## config.mk

```make
export PLATFORM = sky130hd
export DESIGN_NAME = sa_extract
export DESIGN_NICKNAME = d
export VERILOG_FILES = /design/src/rtl/sa_pkg.sv /design/src/rtl/sa_ctrl.sv /design/src/rtl/sa_datapath.sv /design/src/rtl/sa_extract.sv
export SDC_FILE = /design/constraint.sdc
export NUM_CORES = 1
export LEC_CHECK = 0
export CORE_ASPECT_RATIO = 0.7
export CORE_MARGIN = 4
export CORE_UTILIZATION = 55
export DETAILED_ROUTE_END_ITERATION = 16
export DONT_BUFFER_PORTS = 1
export PLACE_DENSITY = 0.7
export SYNTH_ARGS = -nofsm -noshare
export SYNTH_HDL_FRONTEND = slang
export SYNTH_SLANG_ARGS = --single-unit
```

## constraint.sdc

```tcl
create_clock -name clk -period 6.5 [get_ports clk]
set_input_delay 0.65 -clock clk [delete_from_list [all_inputs] [get_ports clk]]
set_output_delay 0.65 -clock clk [all_outputs]
set_load 0.03 [all_outputs]
```

## src/rtl/sa_pkg.sv

```systemverilog
package sa_pkg;
  // Number of national bits per odd frame and zero-based position of Sa4
  localparam int SA_COUNT = 5;
  localparam int SA_POS_FIRST = 3;

  // Strobes from control to datapath
  typedef struct packed {
    logic       saPulse;   // current rxBit is a captured Sa bit
    logic [2:0] saSel;     // which Sa bit (0 = Sa4)
    logic       commit;    // last Sa bit of the frame: refresh latest register
    logic       transfer;  // multiframe boundary: move working set to copy
  } saStrb_t;
endpackage

```

## src/rtl/sa_ctrl.sv

```systemverilog
module sa_ctrl
  import sa_pkg::*;
#(
  parameter int MF_FRAMES = 16,
  localparam int FRAME_W = $clog2(MF_FRAMES),
  localparam int SLOT_W = $clog2(MF_FRAMES / 2)
) (
  input  logic              clk,
  input  logic              rstN,
  input  logic              frameStart,
  input  logic              mfStart,
  input  logic              aligned,
  output saStrb_t           strb,
  output logic [SLOT_W-1:0] slot
);
  localparam logic [3:0] POS_LO = 4'(SA_POS_FIRST);
  localparam logic [3:0] POS_HI = 4'(SA_POS_FIRST + SA_COUNT - 1);
  localparam logic [3:0] POS_SAT = 4'(SA_POS_FIRST + SA_COUNT);

  logic [3:0]         bitCnt;
  logic [FRAME_W-1:0] frameCnt;
  logic               run;
  logic [3:0]         bitPos;
  logic [FRAME_W-1:0] curFrame;
  logic               inSa;

  always_comb begin
    bitPos = frameStart ? 4'd0 : bitCnt;
    if (frameStart) curFrame = mfStart ? '0 : frameCnt + 1'b1;
    else            curFrame = frameCnt;
    inSa = (bitPos >= POS_LO) && (bitPos <= POS_HI) && curFrame[0];
    strb.saPulse  = inSa && run && aligned;
    strb.saSel    = 3'(bitPos - POS_LO);
    strb.commit   = strb.saPulse && (bitPos == POS_HI);
    strb.transfer = frameStart && mfStart && run && aligned;
    slot = curFrame[FRAME_W-1:1];
  end

  always_ff @(posedge clk or negedge rstN) begin
    if (!rstN) begin
      bitCnt   <= '0;
      frameCnt <= '0;
      run      <= 1'b0;
    end else begin
      bitCnt   <= (bitPos == POS_SAT) ? bitPos : bitPos + 4'd1;
      frameCnt <= curFrame;
      if (!aligned)                    run <= 1'b0;
      else if (frameStart && mfStart)  run <= 1'b1;
    end
  end

  // Sa bits never coincide with the first bit of a frame, and need alignment
  a_r2_sa_in_ts0: assert property (@(posedge clk) disable iff (!rstN)
    strb.saPulse |-> (!frameStart && aligned));
  // a cycle without alignment blocks the boundary transfer that follows
  a_r8_no_transfer_after_loss: assert property (@(posedge clk) disable iff (!rstN)
    !aligned |=> !strb.transfer);
  // capture and transfer never happen in the same cycle
  a_r4_exclusive: assert property (@(posedge clk) disable iff (!rstN)
    $onehot0({strb.saPulse, strb.transfer}));
endmodule

```

## src/rtl/sa_datapath.sv

```systemverilog
module sa_datapath
  import sa_pkg::*;
#(
  parameter int NFAS = 8,
  parameter int SLOT_W = 3
) (
  input  logic                     clk,
  input  logic                     rstN,
  input  logic                     rxBit,
  input  logic [SA_COUNT-1:0]      saEnable,
  input  saStrb_t                  strb,
  input  logic [SLOT_W-1:0]        slot,
  output logic [SA_COUNT-1:0]      saLatest,
  output logic [SA_COUNT*NFAS-1:0] mfCopy,
  output logic                     mfReady,
  output logic                     fifoBit,
  output logic                     fifoValid
);
  logic [SA_COUNT-2:0] partial;

  for (genvar i = 0; i < SA_COUNT; i++) begin : g_sa
    logic [NFAS-1:0] work;
    logic [NFAS-1:0] copy;
    always_ff @(posedge clk or negedge rstN) begin
      if (!rstN) begin
        work <= '0;
        copy <= '0;
      end else begin
        if (strb.saPulse && strb.saSel == 3'(i)) work[slot] <= rxBit;
        if (strb.transfer) copy <= work;
      end
    end
    assign mfCopy[i*NFAS +: NFAS] = copy;

    if (i < SA_COUNT - 1) begin : g_part
      always_ff @(posedge clk or negedge rstN) begin
        if (!rstN) partial[i] <= 1'b0;
        else if (strb.saPulse && strb.saSel == 3'(i)) partial[i] <= rxBit;
      end
    end
  end

  always_ff @(posedge clk or negedge rstN) begin
    if (!rstN) begin
      saLatest  <= '0;
      mfReady   <= 1'b0;
      fifoBit   <= 1'b0;
      fifoValid <= 1'b0;
    end else begin
      if (strb.commit) saLatest <= {rxBit, partial};
      mfReady   <= strb.transfer;
      fifoValid <= strb.saPulse && saEnable[strb.saSel];
      fifoBit   <= strb.saPulse ? rxBit : 1'b0;
    end
  end

  // every serial bit follows a captured Sa bit
  a_r6_fifo_follows_sa: assert property (@(posedge clk) disable iff (!rstN)
    fifoValid |-> $past(strb.saPulse));
  // an empty mask yields no serial bit
  a_r7_empty_mask: assert property (@(posedge clk) disable iff (!rstN)
    (saEnable == '0) |=> !fifoValid);
  // the latest register only moves on the last Sa bit of a frame
  a_r3_latest_hold: assert property (@(posedge clk) disable iff (!rstN)
    !strb.commit |=> $stable(saLatest));
  // the multiframe copy only moves at a boundary transfer
  a_r4_copy_hold: assert property (@(posedge clk) disable iff (!rstN)
    !strb.transfer |=> $stable(mfCopy));
endmodule

```

## src/rtl/sa_extract.sv

```systemverilog
module sa_extract
  import sa_pkg::*;
#(
  parameter int MF_FRAMES = 16,
  localparam int NFAS = MF_FRAMES / 2,
  localparam int SLOT_W = $clog2(NFAS)
) (
  input  logic                     clk,
  input  logic                     rstN,
  input  logic                     rxBit,
  input  logic                     frameStart,
  input  logic                     mfStart,
  input  logic                     aligned,
  input  logic [SA_COUNT-1:0]      saEnable,
  output logic [SA_COUNT-1:0]      saLatest,
  output logic [SA_COUNT*NFAS-1:0] mfCopy,
  output logic                     mfReady,
  output logic                     fifoBit,
  output logic                     fifoValid
);
  saStrb_t           strb;
  logic [SLOT_W-1:0] slot;

  sa_ctrl #(.MF_FRAMES(MF_FRAMES)) u_ctrl (
    .clk(clk), .rstN(rstN), .frameStart(frameStart), .mfStart(mfStart),
    .aligned(aligned), .strb(strb), .slot(slot)
  );

  sa_datapath #(.NFAS(NFAS), .SLOT_W(SLOT_W)) u_dp (
    .clk(clk), .rstN(rstN), .rxBit(rxBit), .saEnable(saEnable), .strb(strb),
    .slot(slot), .saLatest(saLatest), .mfCopy(mfCopy), .mfReady(mfReady),
    .fifoBit(fifoBit), .fifoValid(fifoValid)
  );
endmodule

```

---- Word level (Yosys, flattened, before mapping) ----
Cells that the tools add are included.
storage, ports and cells
  memories kept ........................... 0
  register bits after elaboration ......... 101
  memory bits (writable) .................. 0
  bits in latches ......................... 0
  logic and storage cells ................. 68
  output and inout bits ................... 48
  bits in read-only memories .............. 0
cells by class
  add/sub/neg operators ................... 3
  eq/ne operators ......................... 7
  shifts and indexed selects .............. 0
  $lt $le $gt $ge ......................... 5
  div/mod/pow operators ................... 0
  multipliers ............................. 0
  multiplexer cells ....................... 16
  reduce and logical (&&, ||, !) cells .... 16
  bitwise logic cells ..................... 0
operator list
  kind                                                                   count
  8-bit bitwise mux                                                      5
  4-bit two-way mux                                                      4
  1-bit logical AND                                                      15
  4-bit by 1-bit adder with 4-bit output, second input constant          2
  3-bit by 4-bit < comparator with 1-bit output, second input constant   2
  3-bit by 2-bit equality test with 1-bit output, second input constant  2
  1-bit two-way mux                                                      5
  4-bit by 3-bit equality test with 1-bit output, second input constant  1
  4-bit equality test, second input constant                             1
  4-bit by 2-bit >= comparator with 1-bit output, second input constant  1
  4-bit by 3-bit <= comparator with 1-bit output, second input constant  1
  1-bit binary-select mux with 3-bit select                              1
  1-bit demux with 3-bit select                                          1
  3-bit by 1-bit equality test with 1-bit output, second input constant  1
  3-bit equality test, second input constant                             1
  3-bit by 1-bit >= comparator with 1-bit output, second input constant  1
  3-bit logical NOT                                                      1
  3-bit by 2-bit subtractor with 3-bit output, second input constant     1
  2-bit by 1-bit != test with 1-bit output, second input constant        1

---- Longest topological paths before layout ----
Gate-level depths: netlist (run 1).
  word-level depth ........................ 8
  gate-level depth with buffers ........... 10
  gate-level depth less buffers ........... 8

---- Hierarchy ----
From an unflattened synthesis (run 1), not the netlist that was laid out.
second synthesis, totals
  cell total of the unflattened synthesis .. 324
  area, all modules ....................... 4319.1 um2
modules (own cells, without submodules)
  module       seq. area each (um2)  cells an instance  area an instance (um2)  instances
  sa_datapath  2302.2                266                3759.9                  1
  sa_ctrl      225.2                 58                 559.3                   1

---- Worst setup path before layout (run 1) ----
Ideal clock, no wire load.
  path type ............................... input to register
  from .................................... input frameStart
  to ...................................... register u_dp.g_sa[4].work[0]
  stages .................................. 9
  setup time .............................. 0.125 ns
  arrival time ............................ 2.481 ns
  buffers on the path ..................... 3
  path slack .............................. 3.894 ns
  cells stage by stage .................... buf_4 buf_2 nand2b_1 inv_1 ha_1 clkbuf_1 o2111ai_1 nor3_1 mux2_2
on the way
  cells in the longest elaborated chain, start to end .. 7
  elaborated cells between the ends (all ways) .. 17
  classes of those cells .................. add/sub (1); order compare (4); eq/ne (1); mux (5); reduce/logical (6)
ends and longest elaborated chain
  what                                                                                   line               source
  start, declared                                                                        sa_extract.sv:11   input logic frameStart,
  branches (longest 7 deep; another with 3-bit by 4-bit < comparator with 1-bit output)  --
  end signal, assigned by index                                                          sa_datapath.sv:29  if (strb.saPulse && strb.saSel == 3'(i)) work[slot] <= rxBit;
  end, declared                                                                          sa_datapath.sv:22  logic [NFAS-1:0] work;
Parallel ways; which one is timed is not known.
A chain may end at the register's enable or synchronous reset.

---- Worst setup path after layout (run 1) ----
  from .................................... register u_ctrl.bitCnt[0]
  to ...................................... register u_dp.g_sa[0].work[6]
on the way
  cells in the longest elaborated chain, start to end .. 7
  elaborated cells between the ends (all ways) .. 10
  classes of those cells .................. add/sub (1); order compare (2); mux (1); reduce/logical (6)
ends and longest elaborated chain
  what                                                                                                              line               source
  start, declared                                                                                                   sa_ctrl.sv:20      logic [3:0] bitCnt;
  start signal, assigned                                                                                            sa_ctrl.sv:45      bitCnt <= (bitPos == POS_SAT) ? bitPos : bitPos + 4'd1;
  4-bit two-way mux (*)                                                                                             sa_ctrl.sv:28      bitPos = frameStart ? 4'd0 : bitCnt;
  4-bit by 2-bit >= comparator with 1-bit output or 4-bit by 3-bit <= comparator with 1-bit output (tied branches)  sa_ctrl.sv:31      inSa = (bitPos >= POS_LO) && (bitPos <= POS_HI) && curFrame[0];
  1-bit logical AND (2 in a row)                                                                                    sa_ctrl.sv:31
  1-bit logical AND (2 in a row)                                                                                    sa_ctrl.sv:32      strb.saPulse = inSa && run && aligned;
  1-bit logical AND (*)                                                                                             sa_datapath.sv:29
  end signal, assigned by index                                                                                     sa_datapath.sv:29
  end, declared                                                                                                     sa_datapath.sv:22
Mark *: on every way between the ends. The rest lies on a longest branch, timed or not.

==> flow_summary.yaml, run 1 <==
critical_path:
  worst-path-max-fanout: 8
  worstPathCellList: "nor2b_1 -> ha_1 -> xor2_1 -> o2111ai_1 -> o21ai_0 -> o21ai_0"
  path_delay_family: "compound AO/OA/AOI/OAI gates"
  crit_arrival_ps: 2630
  path_buf_inv: 0
  slowest_stage: "ha_1"
  reg2regPathDepth: 6
  r2r_setup_slack_ps: 4080
  start_kind: "register"
  path_class: "reg -> reg"
  cpPeakStageDelay_ps: 440
  reg2reg_from: "u_ctrl.bitCnt[0]"
  cp_common_cell: "o21ai_0"
  crit_required_ps: 6720
  end_kind: "register"
  r2r_end: "u_dp.g_sa[0].work[6]"
synth:
  seq_area_frac_synth: 0.5674
  ys_warn_count: 0
  syn_avg_cell_area_um2: 10.26
  synth_top_area_cell: "dfrtp_1"
  synth_cells: 434
  yosysTopAreaCellShare: 0.5674
  synth_cell_types: 44
  yosys_register_bits: 101
  yosys-top-cells-area: "dfrtp_1 (57%), nand2_1 (13%), mux2_2 (7.1%)"
  synth_area_um2: 4454
  syn_nets: 451
placed_design:
  numPortBuffers: 0
  post-dp-hpwl_mm: 6.394
  gp_congestion: 0.8731
sta:
  slew_viol_final: 0
  setup_viol: 0
  min_period_over_period: 0.3718
  timing.fmax_mhz: 413.7
  fin_crit_ps: 2417
  rsz0062_at_grt: "false"
  clock_skew_ps: 6.355
  fin_setup_tns_ps: 0
  maxSlewHeadroom: 0.1782
  worst_slew_pin_slew_ps: 1231
  finalHoldViolCount: 0
min_path:
  hold_path.class: "in -> async"
drt:
  dr_total_vias: 3095
  wl_mm: 9.716
  ant_nets: 0
  wl_per_cell_um: 18.09
  drt_first_pass_iters: 5
  viasPerCell: 5.764
  drtIter0Drc: 241
  route.detailed.drc: 0
die:
  die_w_um: 115.6
  io_pins: 59
  die_h_um: 83.30
  initial_core_util: 0.5659
  row_count: 27
  design.die.area_um2: 9626
  core-area_um2: 7871
global_routing:
  grt_max_degree: 84
  grt_pass1_vias: 3179
  antenna_found_initial: 0
  grt_use_total: 0.2195
  grt-ovfl-total: 0
  grt_first_pass_wirelength_mm: 16.46
power:
  p_int_uw: 942.2
  p_switching_uw: 335.5
  p_comb_frac: 0.087
  leakagePower_nw: 2.398
  power_frac_seq: 0.514
  fin_total_pwr_mw: 1.278
  p_clk_frac: 0.399
  swShare: 0.2626
  peakVddDrop_mv: 0.1684
  powerDensity_nw_per_um2: 264.6
clock_tree:
  cts.reportedPaths.clkPinSlew_ps: 70
  cts_sinks: 101
  ctsResizeCount: 0
  htreeDepth: 3
  numCtsBuffers: 9
  clock_path_buffers: 2
  clk_latency_ps: 340
  cts_tree: "built"
  cts_root_buf: "clkbuf_16"
cells_and_area:
  layout_commonest_cell: "nand2_1"
  drive_gt1_frac: 0.1514
  syn_to_final_growth_pct: 8.427
  fin_nets: 448
  final_cell_mix: "nand2_1 (159), dfrtp_1 (101), o21ai_0 (38), mux2_2 (28), clkbuf_16 (9)"
  antenna_cells: 0
status:
  outcome: "completed"
job:
  maxCapViolCount: 0
[cell families after synthesis]
| kind of cell | share of synthesized area |
|---|---|
| buf+inv | 0.02219 |
| fa+ha+maj | 0.01685 |
| xor+xnor | 0.01152 |
| compound gates | 0.08820 |
| flops | 0.5674 |
| mux | 0.09101 |
| simple gates | 0.2028 |
[flip-flops by register name (all words and copies together), names as in the netlist, 4 cells and up]
register	count
u_dp.g_sa.copy	40
u_ctrl.frameCnt	4
u_dp.g_sa.work	40
u_dp.partial	4
u_dp.saLatest	5
u_ctrl.bitCnt	4
[worst max-delay path by stage]
| stage | startpoint | end | slack [ps] | cells after the start |
|---|---|---|---|---|
| detailed placement | frameStart | u_dp.g_sa[0].work[6] | 3910 | 6 |
| global placement | frameStart | u_dp.g_sa[0].work[4] | 4030 | 6 |
| global route | u_ctrl.bitCnt[0] | u_dp.g_sa[0].work[6] | 3770 | 6 |
| CTS | u_ctrl.bitCnt[0] | u_dp.g_sa[0].work[6] | 4120 | 6 |
| finish | u_ctrl.bitCnt[0] | u_dp.g_sa[0].work[6] | 4080 | 6 |
| floorplan | frameStart | u_dp.g_sa[4].work[0] | 3890 | 9 |
[power by group through the flow]
stage	clock network (mW)	logic, mW	registers [mW]
2_1_floorplan	0	0.0856	0.661
3_3_place_gp	0	0.0944	0.667
3_5_place_dp	0	0.0960	0.668
4_1_cts	0.521	0.112	0.656
5_1_grt	0.549	0.125	0.658
6_report	0.510	0.112	0.656
[repair_timing]
item / CTS / global route
hold endpoints to repair: 83 / 0
hold buffers: 2 / 0
buffers inserted: 0 / 0
[layer usage]
layer  share of wire  global-route usage  up-vias  wire length (um)
li1                -                   -     1444                 -
met1            0.46              0.3223     1553              4517
met5               0                   0        -                 0
met4           0.015             0.05544        0               144
met2            0.45              0.3162       86              4358
met3           0.072             0.07065       12               695
[per-stage QoR]
stage / hold WS (ps) / cells / area (um^2) / util / setup slack [ps]
6_report: 203.1 / 537 / 4830 / 0.6136 / 4083
5_1_grt: 224.5 / 537 / 4830 / 0.6136 / 3769
4_1_cts: 224.1 / 537 / 4830 / 0.6136 / 4118
3_5_place_dp: 356.9 / 519 / 4508 / 0.5727 / 3912
3_3_place_gp: 357.3 / 519 / 4508 / 0.5727 / 4026
2_1_floorplan: 354.4 / 434 / 4454 / - / 3894
[final cells by class]
cell class              instances  area (um^2)
clock inverters                 7        58.81
well taps                     101        126.4
repair buffers                  3        45.04
clock buffers                   9        225.2
multi-input cells             311         1828
fillers                       672         3042
flip-flops and latches        101         2527
inverters                       5        18.77
[cell usage after synthesis (all sizes together)]
library cell	number
ha	6
nand3b	1
a21oi	4
o22a	1
nor3	8
a21o	2
clkbuf	8
o32ai	1
inv	5
a221oi	1
nand3	6
and3	3
nand2b	6
or3	1
xnor2	2
o211a	1
o21ai	38
buf	9
mux2i	3
o2111ai	5
a21bo	4
o22ai	1
nor2	7
a2bb2oi	1
dfrtp	101
nor2b	7
mux2	31
o32a	1
nand4	2
nand2	159
mux4	1
xor2	3
nor3b	4
o211ai	1
[worst register-to-register path: stages, from the launching register on]
cell	delay (ps)
dfrtp_1	400
nor2b_1	370
ha_1	440
xor2_1	370
o2111ai_1	360
o21ai_0	250
o21ai_0	110
Note: power is estimated with default switching activity, not from simulation.
==> run 2, diff against run 1 <==
--- a/config.mk
+++ b/config.mk
@@ -5,6 +5,7 @@
 export SDC_FILE = /design/constraint.sdc
 export NUM_CORES = 1
 export LEC_CHECK = 0
+export ABC_AREA = 1
 export CORE_ASPECT_RATIO = 0.7
 export CORE_MARGIN = 4
 export CORE_UTILIZATION = 55
==> constraint.sdc (replaced) <==
create_clock -name clk -period 2.47 [get_ports clk]
set_input_delay 0.247 -clock clk [delete_from_list [all_inputs] [get_ports clk]]
set_output_delay 0.247 -clock clk [all_outputs]
set_load 0.03 [all_outputs]
==> run 2 against run 1 <==
  * The flow now finishes with violations (negative hold slack)
  * Combinational power rose by 110%
  * Die area increased by 1.6%
  * Global-route usage decreased by 1.6 points
  * Critical path type unchanged
  * Largest cell class unchanged
==> flow_summary.yaml, run 2 <==
clock_tree:
  cts_root_buf: "clkbuf_16"
  cts.reportedPaths.clkPinSlew_ps: 70
  clk_latency_ps: 350
  htreeDepth: 3
  cts_sinks: 101
  clock_path_buffers: 2
  cts_tree: "built"
  numCtsBuffers: 9
cells_and_area:
  fillers: 641
  antenna_cells: 0
  top_regs: "u_dp.g_sa.copy: 40 flops, u_dp.g_sa.work: 40 flops, u_dp.saLatest: 5 flops"
  fin_nets: 449
  syn_to_final_growth_pct: 8.474
  multi_input_area_um2: 1782
  drive_gt1_frac: 0.2014
  final_cell_mix: "dfrtp_1 (101), nand2_1 (93), nand3_1 (63), mux2_2 (33), o21ai_0 (29)"
  final-seq-area_um2: 2527
  fin_cells: 538
  layout_commonest_cell: "dfrtp_1"
synth:
  ys_warn_count: 0
  synth_most_common_cell: "dfrtp_1"
  synth_common_cells: "dfrtp_1 (101), nand2_1 (93), nand3_1 (63)"
  synth_top_area_cell: "dfrtp_1"
  yosysTopAreaCellShare: 0.5575
  synth_flop_cell: "dfrtp_1"
  syn_nets: 452
  synth_edf_count: 0
  postSynth.asyncResetShare: 1.000
  synth_area_um2: 4533
  yosys_register_bits: 101
  synth_cell_types: 31
  seq_area_frac_synth: 0.5575
  yosys-top-cells-area: "dfrtp_1 (56%), mux2_2 (8.2%), nand2_1 (7.7%)"
  syn_avg_cell_area_um2: 10.42
  synth_cells: 435
drt:
  viasPerCell: 5.723
  route.detailed.drc: 0
  dr_total_vias: 3079
  ant_nets: 0
  wl_mm: 9.341
  drtIter0Drc: 218
  drt_first_pass_iters: 4
  wl_per_cell_um: 17.36
global_routing:
  grt_first_pass_wirelength_mm: 15.44
  grt_use_total: 0.2035
  grt-ovfl-total: 0
  grt_max_degree: 102
  antenna_found_initial: 0
  grt_pass1_vias: 3036
die:
  row_count: 27
  core-area_um2: 7939
  initial_core_util: 0.5710
  die_h_um: 83.96
  io_pins: 59
  die_w_um: 116.5
  design.die.area_um2: 9782
power:
  swShare: 0.2448
  p_clk_frac: 0.449
  power_frac_seq: 0.485
  leakagePower_nw: 2.468
  peakVddDrop_mv: 0.4012
  p_comb_frac: 0.067
  p_switching_uw: 854.1
  fin_total_pwr_mw: 3.489
  p_int_mw: 2.635
  powerDensity_nw_per_um2: 709.6
sta:
  worst_slew_pin_slew_ps: 507.0
  maxSlewHeadroom: 0.6594
  clock_skew_ps: 6.873
  timing.hold.ws_ps: -411.1
  min_period_over_period: 0.8702
  fin_ws_ps: 320.5
  slew_viol_final: 0
  finalHoldViolCount: 101
  setup_viol: 0
  fin_crit_ps: 2149
  rsz0062_at_grt: "false"
  fin_setup_tns_ps: 0
  timing.fmax_mhz: 465.2
placed_design:
  post-dp-hpwl_mm: 6.411
  gp_congestion: 0.8245
  dp_cells: 522
  numPortBuffers: 0
  pre_cts_ws_ps: 240.8
critical_path:
  r2r_setup_slack_ps: 320
  crit_required_ps: 2710
  worst-path-max-fanout: 12
  path_class: "reg -> reg"
  crit_arrival_ps: 2390
  end_kind: "register"
  start_kind: "register"
min_path:
  hold_path.class: "in -> async"
job:
  maxCapViolCount: 0
status:
  violations: "negative hold slack"
  outcome: "finished, violations left"
[run 2: kinds of logic after synthesis]
family	Yosys count	share of synthesized area
xor gates and xnor gates	1	0.001932
AOI/OAI and AO/OA	37	0.04499
DFF	101	0.5575
adders and majority gates	6	0.01656
muxes	40	0.09937
buffers and inverters	48	0.05161
and+or+nand+nor	202	0.2280
[run 2: cell type report]
cell class,instances,share of cell area
Clock buffer,9,0.04580
Timing Repair Buffer,2,0.005598
Tap cell,101,0.02570
Clock inverter,7,0.02163
Sequential cell,101,0.5140
Multi-Input combinational cell,286,0.3623
Inverter,32,0.02494
[run 2: repair_timing]
item | CTS | global route
buffers inserted | 0 | 0
setup endpoints to repair | 0 | 3
resized for setup | 0 | 1
endpoints found under the hold margin | 101 | 101
[run 2: metrics by stage]
step / hold slack (ps) / cell area [um^2] / util
2_1_floorplan: -48.59 / 4533 / -
3_3_place_gp: -45.16 / 4583 / 0.5773
3_5_place_dp: -45.92 / 4583 / 0.5773
4_1_cts: -418.8 / 4915 / 0.6191
5_1_grt: -426.7 / 4917 / 0.6194
6_report: -411.1 / 4917 / 0.6194
[run 2: power groups by stage]
stage | Sequential, mW | Combinational, mW | Clock, mW
final | 1.69 | 0.232 | 1.57
after detailed placement | 1.72 | 0.227 | 0
after global routing | 1.69 | 0.256 | 1.67
after floorplan | 1.72 | 0.188 | 0
after CTS | 1.69 | 0.230 | 1.59
after global placement | 1.72 | 0.223 | 0
[run 2: layer usage]
layer,up-vias,global-route usage,part of all wire
met5,-,0,0
met4,0,0.07271,0.019
met3,15,0.06304,0.088
met2,124,0.2939,0.43
met1,1503,0.2885,0.46
li1,1437,-,-
[run 2: path summary, 6_finish.rpt]
| kind | start | to | cells after the start |
|---|---|---|---|
| max reg2reg | u_ctrl.bitCnt[1] | u_dp.g_sa[2].work[6] | 12 |
| min reg2reg | u_dp.g_sa[4].work[6] | u_dp.g_sa[4].work[6] | 2 |
| max in group asynchronous | rstN | u_ctrl.frameCnt[3] | 0 |
| min | rstN | u_dp.saLatest[1] | 0 |
| max | u_ctrl.bitCnt[1] | u_dp.g_sa[2].work[6] | 12 |
| min in group clk | frameStart | u_ctrl.run | 2 |
[run 2: critical path, cell delays in order (launching register included)]
cell,delay [ps]
dfrtp_1,370
inv_1,50
nor2_1,220
ha_1,280
inv_1,100
nand2_1,100
nand2_2,100
nor2_1,170
inv_1,100
nor2_4,300
nand3_1,120
nand2_1,80
nand2_1,50
